## config.mk

```make
export PLATFORM = sky130hd
export DESIGN_NAME = sector_erase_window
export DESIGN_NICKNAME = d
export VERILOG_FILES = /design/src/rtl/sew_pkg.sv /design/src/rtl/sew_timer.sv /design/src/rtl/sew_mask.sv /design/src/rtl/sew_ctrl.sv /design/src/rtl/sector_erase_window.sv
export SDC_FILE = /design/constraint.sdc
export NUM_CORES = 1
export LEC_CHECK = 0
export BUFFER_PORTS_ARGS = -buffer_cell sky130_fd_sc_hd__buf_2
export CORE_MARGIN = 3
export CORE_UTILIZATION = 55
export CTS_CLUSTER_SIZE = 24
export DETAILED_ROUTE_END_ITERATION = 6
export HOLD_SLACK_MARGIN = 0.15
export PLACE_DENSITY = 0.82
export SKIP_CTS_REPAIR_TIMING = 1
export SYNTH_ARGS = -nofsm -noshare
export SYNTH_HDL_FRONTEND = slang
export SYNTH_SLANG_ARGS = --single-unit
```

## constraint.sdc

```tcl
create_clock -name clk -period 2.4 [get_ports clk]
set_clock_uncertainty 0.05 [all_clocks]
set_input_delay 0 -clock clk [delete_from_list [all_inputs] [get_ports clk]]
set_output_delay 0 -clock clk [all_outputs]
set_load 0.1 [all_outputs]
```

## src/rtl/sew_pkg.sv

```systemverilog
package sew_pkg;

  typedef enum logic [1:0] {
    CMD_OTHER   = 2'b00,
    CMD_SECTOR  = 2'b01,
    CMD_CHIP    = 2'b10,
    CMD_SUSPEND = 2'b11
  } cmd_e;

  typedef enum logic [1:0] {
    ST_IDLE   = 2'b00,
    ST_WINDOW = 2'b01,
    ST_BUSY   = 2'b10
  } state_e;

  // Number of clock cycles in the acceptance window, never below one.
  function automatic int unsigned window_cycles(int unsigned clk_khz, int unsigned win_us);
    int unsigned c;
    c = (clk_khz * win_us) / 1000;
    if (c < 1) c = 1;
    return c;
  endfunction

endpackage

```

## src/rtl/sew_timer.sv

```systemverilog
module sew_timer #(
  parameter int unsigned CYCLES = 2500
) (
  input  logic clk,
  input  logic rst_n,
  input  logic load,
  input  logic clear,
  output logic expired
);
  localparam int unsigned CW = $clog2(CYCLES + 1);

  logic [CW-1:0] count;
  logic          running;

  always_ff @(posedge clk or negedge rst_n) begin
    if (!rst_n) begin
      running <= 1'b0;
      count   <= '0;
    end else if (clear) begin
      running <= 1'b0;
      count   <= '0;
    end else if (load) begin
      running <= 1'b1;
      count   <= CW'(CYCLES - 1);
    end else if (running) begin
      if (count == '0) running <= 1'b0;
      else             count   <= count - 1'b1;
    end
  end

  // A reload on the closing edge wins over the close.
  assign expired = running && (count == '0) && !load && !clear;

  assert_count_bound_R4: assert property (@(posedge clk) disable iff (!rst_n)
    running |-> (count < CW'(CYCLES)));

  assert_idle_after_close_R3: assert property (@(posedge clk) disable iff (!rst_n)
    expired |=> !running);

endmodule

```

## src/rtl/sew_mask.sv

```systemverilog
module sew_mask #(
  parameter int unsigned NUM_SECTORS = 8
) (
  input  logic                   clk,
  input  logic                   rst_n,
  input  logic                   set_one,
  input  logic [((NUM_SECTORS > 1) ? $clog2(NUM_SECTORS) : 1)-1:0] sel,
  input  logic                   set_all,
  input  logic                   clear,
  output logic [NUM_SECTORS-1:0] mask
);
  localparam int unsigned SW = (NUM_SECTORS > 1) ? $clog2(NUM_SECTORS) : 1;

  logic [NUM_SECTORS-1:0] hit;

  for (genvar i = 0; i < NUM_SECTORS; i++) begin : g_bit
    assign hit[i] = set_one && (sel == SW'(i));

    always_ff @(posedge clk or negedge rst_n) begin
      if (!rst_n)       mask[i] <= 1'b0;
      else if (clear)   mask[i] <= 1'b0;
      else if (set_all) mask[i] <= 1'b1;
      else if (hit[i])  mask[i] <= 1'b1;
    end
  end

  assert_single_set_R2: assert property (@(posedge clk) disable iff (!rst_n)
    $onehot0(hit));

  assert_clear_wins_R7: assert property (@(posedge clk) disable iff (!rst_n)
    clear |=> (mask == '0));

endmodule

```

## src/rtl/sew_ctrl.sv

```systemverilog
module sew_ctrl
  import sew_pkg::*;
(
  input  logic       clk,
  input  logic       rst_n,
  input  logic       cmd_valid,
  input  logic [1:0] cmd_kind,
  input  logic       erase_done,
  input  logic       expired,
  output logic       accept_sector,
  output logic       accept_chip,
  output logic       lock_hit,
  output logic       dq3,
  output logic       erase_start,
  output logic       cmd_ignored
);
  state_e state, state_nx;
  cmd_e   kind;

  assign kind = cmd_e'(cmd_kind);

  assign accept_sector = cmd_valid && (kind == CMD_SECTOR) && (state != ST_BUSY) && !erase_done;
  assign accept_chip   = cmd_valid && (kind == CMD_CHIP) && (state == ST_IDLE) && !erase_done;
  assign lock_hit      = cmd_valid && (kind != CMD_SUSPEND) && (state == ST_BUSY) && !erase_done;

  always_comb begin
    state_nx = state;
    if (erase_done)          state_nx = ST_IDLE;
    else if (accept_sector)  state_nx = ST_WINDOW;
    else if (accept_chip)    state_nx = ST_BUSY;
    else if (expired)        state_nx = ST_BUSY;
  end

  always_ff @(posedge clk or negedge rst_n) begin
    if (!rst_n) begin
      state       <= ST_IDLE;
      erase_start <= 1'b0;
      cmd_ignored <= 1'b0;
    end else begin
      state       <= state_nx;
      erase_start <= accept_chip || expired;
      cmd_ignored <= lock_hit;
    end
  end

  assign dq3 = (state == ST_BUSY);

  assert_state_legal_R1: assert property (@(posedge clk) disable iff (!rst_n)
    state != 2'b11);

  assert_close_only_in_window_R3: assert property (@(posedge clk) disable iff (!rst_n)
    expired |-> (state == ST_WINDOW));

endmodule

```

## src/rtl/sector_erase_window.sv

```systemverilog
module sector_erase_window #(
  parameter int unsigned NUM_SECTORS = 8,
  parameter int unsigned CLK_KHZ     = 50000,
  parameter int unsigned WINDOW_US   = 50
) (
  input  logic                   clk,
  input  logic                   rst_n,
  input  logic                   cmd_valid,
  input  logic [1:0]             cmd_kind,
  input  logic [((NUM_SECTORS > 1) ? $clog2(NUM_SECTORS) : 1)-1:0] cmd_sector,
  input  logic                   erase_done,
  output logic                   dq3,
  output logic [NUM_SECTORS-1:0] sector_mask,
  output logic                   erase_start,
  output logic                   cmd_ignored
);
  localparam int unsigned WIN = sew_pkg::window_cycles(CLK_KHZ, WINDOW_US);

  logic accept_sector, accept_chip, lock_hit, expired;

  sew_ctrl u_ctrl (
    .clk(clk), .rst_n(rst_n), .cmd_valid(cmd_valid), .cmd_kind(cmd_kind),
    .erase_done(erase_done), .expired(expired),
    .accept_sector(accept_sector), .accept_chip(accept_chip), .lock_hit(lock_hit),
    .dq3(dq3), .erase_start(erase_start), .cmd_ignored(cmd_ignored)
  );

  sew_timer #(.CYCLES(WIN)) u_timer (
    .clk(clk), .rst_n(rst_n), .load(accept_sector), .clear(erase_done),
    .expired(expired)
  );

  sew_mask #(.NUM_SECTORS(NUM_SECTORS)) u_mask (
    .clk(clk), .rst_n(rst_n), .set_one(accept_sector), .sel(cmd_sector),
    .set_all(accept_chip), .clear(erase_done), .mask(sector_mask)
  );

  assert_ignore_locked_R6: assert property (@(posedge clk) disable iff (!rst_n)
    (cmd_valid && dq3 && cmd_kind != 2'b11 && !erase_done) |=> (cmd_ignored && dq3 && $stable(sector_mask)));

  assert_suspend_passes_R6: assert property (@(posedge clk) disable iff (!rst_n)
    (cmd_valid && dq3 && cmd_kind == 2'b11 && !erase_done) |=> !cmd_ignored);

  assert_done_clears_R7: assert property (@(posedge clk) disable iff (!rst_n)
    erase_done |=> (!dq3 && sector_mask == '0));

  assert_start_single_R10: assert property (@(posedge clk) disable iff (!rst_n)
    erase_start |=> !erase_start);

  assert_start_with_dq3_R3: assert property (@(posedge clk) disable iff (!rst_n)
    $rose(dq3) |-> erase_start);

endmodule

```

==> results of run 1 <==
stage by stage:
| stage | worst slack [ns] | cells |
|---|---|---|
| CTS | 0.114 | 174 |
| finish | 0.173 | 186 |
| global route | 0.0779 | 186 |
| detailed placement | 0.137 | 170 |
| global placement | 0.218 | 170 |
| floorplan | 0.282 | 125 |
path summary, 6_finish.rpt:
kind | cells after the start | slack [ns] | start | end
max in group asynchronous | 2 | 1.81 | rst_n | u_timer.count[6]
min in group clk | 1 | 0.51 | u_ctrl.state[0] | u_ctrl.state[0]
worst min register to register | 1 | 0.51 | u_ctrl.state[0] | u_ctrl.state[0]
worst max register to register | 6 | 0.17 | u_timer.count[0] | u_timer.count[11]
worst min-delay path | 2 | 0.13 | rst_n | u_timer.count[10]
worst max-delay path | 6 | 0.17 | u_timer.count[0] | u_timer.count[11]
metal layers:
metal  vias up  wire length, um  global-route usage
met5         -                0                   0
met4         0               44              0.0913
met3         6              177              0.0300
met2        42             1450               0.341
met1       537             1320               0.290
li1        552                -                   -
flip-flops by register name, summed over array words and instances (netlist names):
signal / flops
u_timer.running: 1
u_mask.mask: 8
u_ctrl.cmd_ignored: 1
u_timer.count: 12
u_ctrl.state: 2
u_ctrl.erase_start: 1
cell families (layout without fill, tap and decap cells):
kind of cell | count (synthesis) | after routing | synth area share
buf+inv | 9 | 43 | 0.0330
flops | 25 | 25 | 0.485
xor+xnor | 1 | 1 | 0.00679
simple gates | 54 | 54 | 0.238
fa+ha+maj | 2 | 2 | 0.0194
compound gates | 34 | 34 | 0.218
critical path: stages (launching register included):
cell and delay (ns):
sky130_fd_sc_hd__dfrtp_1 0.44, sky130_fd_sc_hd__inv_1 0.10, sky130_fd_sc_hd__ha_1 0.14, sky130_fd_sc_hd__or3b_2 0.52
sky130_fd_sc_hd__o41ai_4 0.40, sky130_fd_sc_hd__o22ai_1 0.16, sky130_fd_sc_hd__a211o_1 0.32
Yosys cell counts, types with 2 or more instances:
cell type	count
sky130_fd_sc_hd__a31o_2	2
sky130_fd_sc_hd__nor2b_1	2
sky130_fd_sc_hd__o2bb2ai_1	2
sky130_fd_sc_hd__o41ai_4	2
sky130_fd_sc_hd__a211o_1	3
sky130_fd_sc_hd__o211ai_1	5
sky130_fd_sc_hd__nor2_1	12
sky130_fd_sc_hd__ha_1	2
sky130_fd_sc_hd__o21ai_0	2
sky130_fd_sc_hd__nand2b_1	5
sky130_fd_sc_hd__nor3_1	2
sky130_fd_sc_hd__nor4_1	3
sky130_fd_sc_hd__nor3b_1	2
sky130_fd_sc_hd__or4_1	5
sky130_fd_sc_hd__or4_4	2
sky130_fd_sc_hd__or3b_2	2
sky130_fd_sc_hd__nand2_1	8
sky130_fd_sc_hd__o32ai_1	2
sky130_fd_sc_hd__dfrtp_1	25
sky130_fd_sc_hd__nand3_1	4
sky130_fd_sc_hd__inv_1	5
sky130_fd_sc_hd__or3_1	5
sky130_fd_sc_hd__a21oi_1	4
sky130_fd_sc_hd__o22ai_1	8
sky130_fd_sc_hd__clkbuf_1	2
final cells by class:
| type | count | area (sq um) |
|---|---|---|
| clock buffers | 3 | 22.5 |
| fillers | 150 | 517 |
| well taps | 27 | 33.8 |
| repair buffers | 34 | 238 |
| clock inverters | 1 | 5.00 |
| multi-input cells | 91 | 622 |
| flip-flops and latches | 25 | 626 |
| inverters | 5 | 18.8 |
power by group through the flow:
stage / sequential [W] / combinational (W) / clock [W]
finish: 0.000477 / 0.000337 / 0.000188
floorplan: 0.000552 / 0.000189 / 0
global route: 0.000482 / 0.000363 / 0.000214
detailed placement: 0.000485 / 0.000319 / 0
global placement: 0.000482 / 0.000311 / 0
CTS: 0.000477 / 0.000320 / 0.000192
layout by cell type, fill, tap and decap left out, types with 3 or more instances in the layout:
cell                             n
sky130_fd_sc_hd__a211o_1         3
sky130_fd_sc_hd__a21oi_1         4
sky130_fd_sc_hd__buf_2          19
sky130_fd_sc_hd__buf_4           3
sky130_fd_sc_hd__clkbuf_4        3
sky130_fd_sc_hd__dfrtp_1        25
sky130_fd_sc_hd__dlygate4sd3_1  12
sky130_fd_sc_hd__inv_1           5
sky130_fd_sc_hd__nand2_1         8
sky130_fd_sc_hd__nand2b_1        5
sky130_fd_sc_hd__nand3_1         4
sky130_fd_sc_hd__nor2_1         12
sky130_fd_sc_hd__nor4_1          3
sky130_fd_sc_hd__o211ai_1        5
sky130_fd_sc_hd__o22ai_1         8
sky130_fd_sc_hd__or3_1           5
sky130_fd_sc_hd__or4_1           5
==> metrics.log, run 1 <==
INFO  metric die_height = 54.4 um
INFO  metric syn_area_per_cell = 10.3 sq um
INFO  metric power.total = 0.00100 W
INFO  metric final.hold.worst_slack = 0.133 ns
INFO  metric async_reset_ff_frac = 1.00
INFO  metric final_util = 0.752
INFO  metric initial_utilization = 0.620
INFO  metric critPathKind = reg -> reg
INFO  metric design.portCount = 20
INFO  metric combinationalPowerShare = 0.337
INFO  metric cts_buffer_depth = 2
INFO  metric yosys_register_bits = 25
INFO  metric timing.fmax = 449 MHz
INFO  metric yosys.cell_types.count = 34
INFO  metric drt-total-wl = 2980 um
INFO  metric first_global_vias = 1,018
INFO  metric grt_first_pass_wirelength = 4570 um
INFO  metric layout_worst_path_cycle_share = 0.928
INFO  metric power.share.switching = 0.376
INFO  metric cts_root_buf = sky130_fd_sc_hd__clkbuf_4
INFO  metric timing.critical_path.fanout_max = 7
INFO  metric leading_register_cell_type_out_of_synthesis = sky130_fd_sc_hd__dfrtp_1
INFO  metric p_sw = 0.000377 W
INFO  metric synth_warnings = 0
INFO  metric rel_slew_slack = 0.546
INFO  metric antenna_cells = 0
INFO  metric status = complete, no violations
INFO  metric grt_antenna_before_repair = 0
INFO  metric synth.net_count = 136
INFO  metric final_design_area_no_fill = 1570 sq um
INFO  metric finalSetupViolations = 0
INFO  metric final_number_of_max_transition_violations = 0
INFO  metric crit_required = 2.56 ns
INFO  metric clk_pin_slew_worst_paths = 0.14 ns
INFO  metric overflow = 0
INFO  metric total_leakage_power = 0.768 nW
INFO  metric mappedNetlistArea = 1290 sq um
INFO  metric final_antenna_net_count = 0
INFO  metric synthesis.instances = 125
INFO  metric tns = 0 ns
INFO  metric tritoncts = done
INFO  metric grt_max_degree = 26
INFO  metric power-per-cell-area = 640 nW/um^2
INFO  metric viasPerCell = 6.11
INFO  metric synth_area_leader_cell = sky130_fd_sc_hd__dfrtp_1
INFO  metric timing.hold.worst.class = in -> async
INFO  metric cp-end-kind = register
INFO  metric ir_worst_vdd = 0.000543 V
INFO  metric routed_wire_length_per_instance = 16.0 um
INFO  metric clock_power_share = 0.187
INFO  metric worst_ep_arrival_time = 2.39 ns
INFO  metric routed-via-count = 1,137
INFO  metric placedInstanceArea = 1420 sq um
INFO  metric crit_path_start_kind = register
INFO  metric drc = 0
INFO  metric clock_latency = 0.31 ns
INFO  metric synth_seq_area_share = 0.485
INFO  metric finalCriticalPeriod = 2.23 ns
INFO  metric number_of_iterations_in_the_first_detailed_routing_pass = 4
INFO  metric io_buffers = 19
INFO  metric fp.coreArea = 2080 sq um
INFO  metric h-tree-depth = 1
INFO  metric slew_worst_pin = 0.677 ns
INFO  metric finish.net_count = 171
INFO  metric netlist_top_cells_area = sky130_fd_sc_hd__dfrtp_1, sky130_fd_sc_hd__o41ai_4, sky130_fd_sc_hd__o22ai_1
INFO  metric placementRows = 16
INFO  metric die_width = 54.4 um
INFO  metric clock_sink_count = 25
INFO  metric numCtsBuffers = 3
INFO  metric place.detailed.hpwl = 2080 um
INFO  metric drt_first_iter_violations = 43
INFO  metric intPower = 0.000625 W
INFO  metric netlist.area_leader.share = 0.485
INFO  metric synth_edf_count = 0
INFO  metric syn2layout_area_growth = 21.3%
INFO  metric relative_contribution_of_sequential_cells_to_total_power = 0.476
INFO  metric timing_hold_violations_final = 0
INFO  metric grt_usage = 0.214
INFO  metric drive_above_1_share = 0.214
INFO  metric die_outline_area = 2960 sq um
INFO  metric grt_setup_unrepaired = no
INFO  metric maxCapViolations = 0
INFO  metric gpl.final_weighted_congestion = 0.825
Power figures use the tool's default switching activity.
==> inputs of run 2 (changes only) <==
==> constraint.sdc (replaced) <==
create_clock -name clk -period 2.4 [get_ports clk]
set_clock_uncertainty 0.05 [all_clocks]
set_input_delay 0.24 -clock clk [delete_from_list [all_inputs] [get_ports clk]]
set_output_delay 0.24 -clock clk [all_outputs]
set_load 0.1 [all_outputs]
==> metrics.log, run 2 (synthesized netlist as in run 1, its figures left out) <==
INFO  metric min_path_cells = 2
INFO  metric cts_root_buf = sky130_fd_sc_hd__clkbuf_4
INFO  metric final-instance-count-excl-fill = 180
INFO  metric timing.fmax = 440 MHz
INFO  metric number_of_iterations_in_the_first_detailed_routing_pass = 6
INFO  metric finish.net_count = 165
INFO  metric numCtsBuffers = 3
INFO  metric drc = 0
INFO  metric placedInstanceArea = 1420 sq um
INFO  metric h-tree-depth = 1
INFO  metric grt_first_pass_wirelength = 4570 um
INFO  metric registers.top_by_ff_count = u_timer.count
INFO  metric finalCriticalPeriod = 2.27 ns
INFO  metric crit_path_start_kind = input port
INFO  metric most_frequent_cells_in_the_layout = sky130_fd_sc_hd__dfrtp_1, sky130_fd_sc_hd__buf_2, sky130_fd_sc_hd__nor2_1, sky130_fd_sc_hd__nand2_1, sky130_fd_sc_hd__o22ai_1
INFO  metric reg2reg_to = u_timer.count[11]
INFO  metric worst_ep_arrival_time = 2.48 ns
INFO  metric critical_path.reg2reg.startpoint = u_timer.count[0]
INFO  metric drive_above_1_share = 0.222
INFO  metric final_number_of_max_transition_violations = 0
INFO  metric place_inst = 170
INFO  metric tns = 0 ns
INFO  metric die_height = 54.4 um
INFO  metric power.share.switching = 0.376
INFO  metric grt_usage = 0.214
INFO  metric crit_required = 2.61 ns
INFO  metric intPower = 0.000618 W
INFO  metric syn2layout_area_growth = 16.7%
INFO  metric final_common_cell = sky130_fd_sc_hd__dfrtp_1
INFO  metric ff2ff_setup_slack = 0.18 ns
INFO  metric gpl.final_weighted_congestion = 0.825
INFO  metric clock_sink_count = 25
INFO  metric maxCapViolations = 0
INFO  metric final_design_area_no_fill = 1510 sq um
INFO  metric combinationalPowerShare = 0.332
INFO  metric total_leakage_power = 0.738 nW
INFO  metric ir_worst_vdd = 0.000548 V
INFO  metric design.portCount = 20
INFO  metric timing.critical_path.fanout_max = 6
INFO  metric first_global_vias = 1,018
INFO  metric fp.coreArea = 2080 sq um
INFO  metric initial_utilization = 0.620
INFO  metric largestRegisters = u_timer.count: 12 flops, u_mask.mask: 8 flops, u_ctrl.state: 2 flops
INFO  metric largest_register_ff_count = 12
INFO  metric routed_wire_length_per_instance = 15.9 um
INFO  metric clk_pin_slew_worst_paths = 0.13 ns
INFO  metric final_antenna_net_count = 0
INFO  metric slew_worst_pin = 0.679 ns
INFO  metric power-per-cell-area = 658 nW/um^2
INFO  metric p_sw = 0.000373 W
INFO  metric timing.hold.worst.start = erase_done
INFO  metric critPathKind = in -> reg
INFO  metric status = complete, no violations
INFO  metric timing.critical_path.from = cmd_kind[0]
INFO  metric final.hold.worst_slack = 0.226 ns
INFO  metric die_width = 54.4 um
INFO  metric worst_hold_path.endpoint = u_mask.mask[6]
INFO  metric tritoncts = done
INFO  metric layout_worst_path_cycle_share = 0.948
INFO  metric placementRows = 16
INFO  metric grt_max_degree = 26
INFO  metric routed-via-count = 1,110
INFO  metric fill_cells = 162
INFO  metric timing_hold_violations_final = 0
INFO  metric grt_antenna_before_repair = 0
INFO  metric die_outline_area = 2960 sq um
INFO  metric place.detailed.hpwl = 2080 um
INFO  metric io_buffers = 19
INFO  metric viasPerCell = 6.17
INFO  metric cts_buffer_depth = 2
INFO  metric antenna_cells = 0
INFO  metric rel_slew_slack = 0.545
INFO  metric rr_worst_depth = 6
INFO  metric relative_contribution_of_sequential_cells_to_total_power = 0.481
INFO  metric drt-total-wl = 2870 um
INFO  metric cp-end-kind = register
INFO  metric clock_power_share = 0.187
INFO  metric drt_first_iter_violations = 33
INFO  metric timing.hold.worst.class = in -> reg
INFO  metric finalSetupViolations = 0
INFO  metric clock_latency = 0.31 ns
INFO  metric overflow = 0
==> run 2: per-layer routing <==
metal / GRT usage / part of all wire
met1: 0.290 / 0.46
met2: 0.341 / 0.49
met3: 0.0300 / 0.043
met4: 0.0913 / 0.0094
met5: 0 / 0
==> run 2: layout make-up <==
type                            instances  area (sq um)  share of cell area
Clock buffer                            3          22.5              0.0150
Clock inverter                          1          5.00             0.00333
Inverter                                5          18.8              0.0125
Multi-Input combinational cell         91           622               0.413
Sequential cell                        25           626               0.416
Tap cell                               27          33.8              0.0224
Timing Repair Buffer                   28           178               0.118
==> run 2: how the worst max path moves through the flow <==
stage                        end  depth (start not counted)
6_report          u_mask.mask[0]                          8
5_1_grt           u_mask.mask[0]                          8
4_1_cts        u_timer.count[11]                          6
3_5_place_dp   u_timer.count[11]                          6
3_3_place_gp   u_timer.count[11]                          6
2_1_floorplan  u_timer.count[11]                          6
==> run 2: worst max-delay path, cell delays in order <==
cell and delay (ns):
sky130_fd_sc_hd__dlygate4sd3_1 0.51, sky130_fd_sc_hd__buf_2 0.12, sky130_fd_sc_hd__nor2b_1 0.25, sky130_fd_sc_hd__nor3b_1 0.22, sky130_fd_sc_hd__buf_4 0.18, sky130_fd_sc_hd__nand2b_1 0.13, sky130_fd_sc_hd__o32ai_1 0.24, sky130_fd_sc_hd__dlygate4sd3_1 0.59
==> run 2: power by group through the flow <==
stage          Sequential (W)  Combinational (W)  Clock [W]
4_1_cts              0.000477           0.000320   0.000192
3_3_place_gp         0.000482           0.000311          0
3_5_place_dp         0.000485           0.000319          0
2_1_floorplan        0.000552           0.000189          0
5_1_grt              0.000482           0.000352   0.000214
6_report             0.000477           0.000329   0.000185
==> run 2: metrics by stage <==
step / setup slack (ns) / power, W / utilization
floorplan: 0.282 / 0.000741 / -
global placement: 0.218 / 0.000794 / 0.681
detailed placement: 0.137 / 0.000804 / 0.681
CTS: 0.114 / 0.000988 / 0.694
global route: -0.000704 / 0.00105 / 0.723
finish: 0.126 / 0.000991 / 0.723
